`src/rtl/csel_sqrt_pkg.sv`:
```
`timescale 1ns/1ps
package csel_sqrt_pkg;

    localparam int MAX_GROUPS = 32;

    // Untrimmed size of group k: 2, 2, 3, 4, 5, ...
    function automatic int nominal_len(input int k);
        return (k < 2) ? 2 : k + 1;
    endfunction

    // Bit index where group k starts
    function automatic int group_lo(input int k);
        int acc = 0;
        for (int i = 0; i < MAX_GROUPS; i++) begin
            if (i < k) acc += nominal_len(i);
        end
        return acc;
    endfunction

    // Number of groups needed to cover w bits
    function automatic int group_count(input int w);
        int n = 0;
        for (int k = 0; k < MAX_GROUPS; k++) begin
            if (group_lo(k) < w) n = k + 1;
        end
        return n;
    endfunction

    // Size of group k, trimmed so the total equals w
    function automatic int group_len(input int w, input int k);
        int lo  = group_lo(k);
        int nom = nominal_len(k);
        return (lo + nom > w) ? (w - lo) : nom;
    endfunction

    function automatic bit width_legal(input int w);
        return (w == 16) || (w == 32) || (w == 64) || (w == 128);
    endfunction

endpackage

```
`src/rtl/csel_ripple.sv`:
```
`timescale 1ns/1ps
module csel_ripple #(
    parameter int N = 2
) (
    input  logic [N-1:0] a,
    input  logic [N-1:0] b,
    input  logic         ci,
    output logic [N-1:0] s,
    output logic         co
);
    logic [N:0] chain;

    assign chain[0] = ci;

    for (genvar i = 0; i < N; i++) begin : g_bit
        logic half;
        assign half         = a[i] ^ b[i];
        assign s[i]         = half ^ chain[i];
        assign chain[i + 1] = (a[i] & b[i]) | (half & chain[i]);
    end

    assign co = chain[N];
endmodule

```
`src/rtl/csel_incr.sv`:
```
`timescale 1ns/1ps
module csel_incr #(
    parameter int N = 3
) (
    input  logic [N-1:0] din,
    output logic [N-1:0] dout
);
    // flip[i] is high when every bit below i is set; flip[0] is always high
    logic [N-1:0] flip;

    assign flip[0] = 1'b1;
    for (genvar i = 1; i < N; i++) begin : g_and
        assign flip[i] = flip[i - 1] & din[i - 1];
    end

    assign dout = din ^ flip;
endmodule

```
`src/rtl/csel_pick.sv`:
```
`timescale 1ns/1ps
module csel_pick #(
    parameter int N = 3
) (
    input  logic         sel,
    input  logic [N-1:0] d0,
    input  logic [N-1:0] d1,
    output logic [N-1:0] q
);
    assign q = sel ? d1 : d0;
endmodule

```
`src/rtl/csel_sqrt_adder.sv`:
```
`timescale 1ns/1ps
module csel_sqrt_adder
    import csel_sqrt_pkg::*;
#(
    parameter int WIDTH = 16
) (
    input  logic [WIDTH-1:0] op_a,
    input  logic [WIDTH-1:0] op_b,
    input  logic             carry_in,
    output logic [WIDTH-1:0] sum_out,
    output logic             carry_out
);
    localparam int NGRP = group_count(WIDTH);

    // Carry leaving each group
    logic [NGRP-1:0] grp_cy;

    for (genvar g = 0; g < NGRP; g++) begin : g_grp
        localparam int LO  = group_lo(g);
        localparam int LEN = group_len(WIDTH, g);

        if (g == 0) begin : g_base
            csel_ripple #(.N(LEN)) u_rca (
                .a  (op_a[LO +: LEN]),
                .b  (op_b[LO +: LEN]),
                .ci (carry_in),
                .s  (sum_out[LO +: LEN]),
                .co (grp_cy[g])
            );
        end else begin : g_sel
            logic [LEN:0] zero_res;
            logic [LEN:0] inc_res;
            logic [LEN:0] pick_res;

            csel_ripple #(.N(LEN)) u_rca (
                .a  (op_a[LO +: LEN]),
                .b  (op_b[LO +: LEN]),
                .ci (1'b0),
                .s  (zero_res[LEN-1:0]),
                .co (zero_res[LEN])
            );

            csel_incr #(.N(LEN + 1)) u_inc (
                .din  (zero_res),
                .dout (inc_res)
            );

            csel_pick #(.N(LEN + 1)) u_mux (
                .sel (grp_cy[g - 1]),
                .d0  (zero_res),
                .d1  (inc_res),
                .q   (pick_res)
            );

            assign sum_out[LO +: LEN] = pick_res[LEN-1:0];
            assign grp_cy[g]          = pick_res[LEN];
        end
    end

    assign carry_out = grp_cy[NGRP - 1];
endmodule

```
`config.mk`:
```
export PLATFORM = sky130hd
export DESIGN_NAME = csel_sqrt_adder
export DESIGN_NICKNAME = d
export VERILOG_FILES = /design/src/rtl/csel_sqrt_pkg.sv /design/src/rtl/csel_ripple.sv /design/src/rtl/csel_incr.sv /design/src/rtl/csel_pick.sv /design/src/rtl/csel_sqrt_adder.sv
export SDC_FILE = /design/constraint.sdc
export NUM_CORES = 1
export LEC_CHECK = 0
export ABC_AREA = 1
export BUFFER_PORTS_ARGS = -buffer_cell sky130_fd_sc_hd__buf_2
export CORE_MARGIN = 2
export CORE_UTILIZATION = 47
export DETAILED_ROUTE_END_ITERATION = 12
export PLACE_DENSITY = 0.81
export RECOVER_POWER = 50
export SLEW_MARGIN = 20
export SYNTH_ARGS = -nofsm -noshare
export SYNTH_HDL_FRONTEND = slang
export SYNTH_SLANG_ARGS = --single-unit
```
`constraint.sdc`:
```
create_clock -name vclk -period 4.1
set_input_delay 0.615 -clock vclk [all_inputs]
set_output_delay 0.615 -clock vclk [all_outputs]
set_load 0.01 [all_outputs]
```
==> summary.txt <==
Outcome
  – Outcome: finished clean

Placed design
  – Post-DP HPWL: 1510 um
  – Port Buf Inserts: 50
  – RePlAce Congestion: 0.746

Critical path
  – Setup crit end kind: output pin
  – Worst path arrival time: 2.98 ns
  – CP Launch Type: input port
  – Critical Path Max Stage Delay: 0.49 ns
  – Max FO, Critical Path: 2
  – Critical path type: in2out
  – Critical Path, Cell by Cell: buf_2, ha_1, fa_1, inv_1, fa_1, fa_1, fa_1, inv_1, ha_1, xnor2_1, nand3_1, nand2_1, buf_2
  – CP required: 3.48 ns
  – Crit-path slowest cell: fa_1
  – Most used cell, CP: fa_1

STA
  – Period utilisation layout: approximately 88%
  – Fin. max-slew vios: 0
  – Tmin final: approximately 3.6 ns
  – Max-slew headroom: between 70% and 80%
  – RSZ-0062 raised after global routing: no
  – Final hold viol count: 0
  – Setup-failing EPs final: 0
  – Highest Clock Rate: ~0.28 GHz
  – Worst-Margin Slew: 0.331 ns
  – Smallest hold slack: 1.62 ns
  – Setup TNS: 0 ns

Yosys
  – Share of the synthesized area in the top cell type: 27.7%
  – Mapped Cells: 106
  – Cell Area, Synth: ~870 um^2
  – Mapped Avg Cell Area: 8.17 um^2
  – Sequential area share after synthesis: 0%
  – Cell taking the most area after synthesis: fa_1
  – Net Count, Synth: between 150 and 200
  – Top post-synthesis cells by area: fa_1 28%, ha_1 20%, inv_1 13%, nand3_1 8.1%, nand2_1 6.5%
  – Yosys cell types: 17
  – Ys Warns: 0

Global route
  – Largest net degree at the start of global routing: 8
  – Initial antenna violation count: 0
  – Total GRT Usage: 15.9%
  – Global-route wire length before repair: 2670 um
  – Number of global-route vias before repair: just under 700
  – Grt ovf: 0

Final layout
  – Antenna diodes: 0
  – Layout area overhead: 28.8%
  – Share of layout cells above drive strength 1: 34.0%
  – Number of fillers in the final layout: 163
  – CLK BUF: 0
  – Seq Cell Count: 0
  – Layout Nets: approximately 220
  – Total area of sequential cells: 0 um^2
  – Multi-input logic area: slightly above 700 um^2

Floorplanning
  – IO Count: 50
  – Die Ht: 46.9 um
  – Initial core utilization: between 50 and 60%
  – Core footprint: 0.00173 mm^2
  – Die Wd: 46.9 um
  – Rows: 15
  – Die area: 0.00220 mm^2

Pwr
  – Maximum VDD drop: 120 uV
  – Lkg Pwr: around 0.70 nW
  – PD cells: 221 mW/mm^2

Drt
  – Post-route ant nets: 0
  – Avg WL per Cell: 8.98 um
  – Pre-antenna DRT Iters: 4
  – Residual DRC: 0
  – Via count: about 840
  – Vias per cell: 4.62
  – Final WL: approximately 1600 um
  – DR iter-0 viols: 3

Clocking
  – Cts hold-fix bufs: 0
  – CTS resizes: 0
  – Post-CTS setup buffer count: 0

Job
  – Max-cap violations: 0

Hold path
  – Worst Hold Class: in2out
==> layout make-up <==
cell class | count | area share, %
Inverter | 31 | 10.4
Multi-Input combinational cell | 75 | 64.9
Tap cell | 25 | 2.81
Timing Repair Buffer | 50 | 21.9
==> logic make-up after synthesis <==
group | synth area share (%)
muxes | 2.60
AOI/OAI and AO/OA | 1.15
buffers and inverters | 13.4
and+or+nand+nor | 29.8
adders and majority gates | 48.0
xor gates and xnor gates | 5.06
==> critical path: cells and delay by family <==
| kind | cells | cell delay [ns] |
|---|---|---|
| and+or+nand+nor | 2 | 0.14 |
| buffers and inverters | 4 | 0.30 |
| xor gates and xnor gates | 1 | 0.16 |
| adders and majority gates | 6 | 1.77 |
==> path summary, 6_finish.rpt <==
| check | from | to | cells after the start |
|---|---|---|---|
| min | op_b[1] | sum_out[1] | 3 |
| max | op_a[11] | carry_out | 13 |
==> per-stage QoR <==
step                      util, %  instance area (um^2)  instances  total power [W]  setup slack [ns]
after floorplan                 -                   866        106         0.000173             0.754
after global placement       66.4                  1150        181         0.000249             0.547
after detailed placement     66.4                  1150        181         0.000258             0.490
after CTS                    66.4                  1150        181         0.000260             0.493
after global routing         64.6                  1110        181         0.000283             0.309
final                        64.6                  1110        181         0.000246             0.506
==> cell usage in the layout, fill, tap and decap left out <==
master	count
nand2_8	1
fa_1	12
nand3_1	14
xor2_1	2
xnor2_1	3
clkbuf_1	5
a21oi_1	1
o21ai_0	1
nor2_1	1
mux2_2	1
nand2_4	2
buf_2	45
nand2_1	18
ha_1	14
inv_1	31
nand3_4	1
mux2_1	1
nand3_2	3
==> power by group <==
part | internal [W] | switching (W)
Combinational | 0.000108 | 0.000138
Sequential | 0 | 0
Clock | 0 | 0
Total | 0.000108 | 0.000138
==> cell usage after synthesis <==
cell type	count
a21oi_1	1
o21ai_0	1
nand3_4	1
nor2_1	1
nand2_1	15
xor2_1	2
nand2_4	3
nand3_2	3
mux2_1	1
fa_1	12
nand3_1	14
xnor2_1	3
nand2_8	2
inv_1	31
mux2_2	1
nand2_2	1
ha_1	14
==> routing by layer <==
layer | share of wire [%] | GRT usage (%) | routed length, um
met5 | 0 | 0 | 0
met2 | 47 | 29.9 | 764
met1 | 46 | 21.6 | 744
met3 | 7.2 | 0.385 | 117
met4 | 0 | 0 | 0
Note: power is estimated with default switching activity, not from simulation.
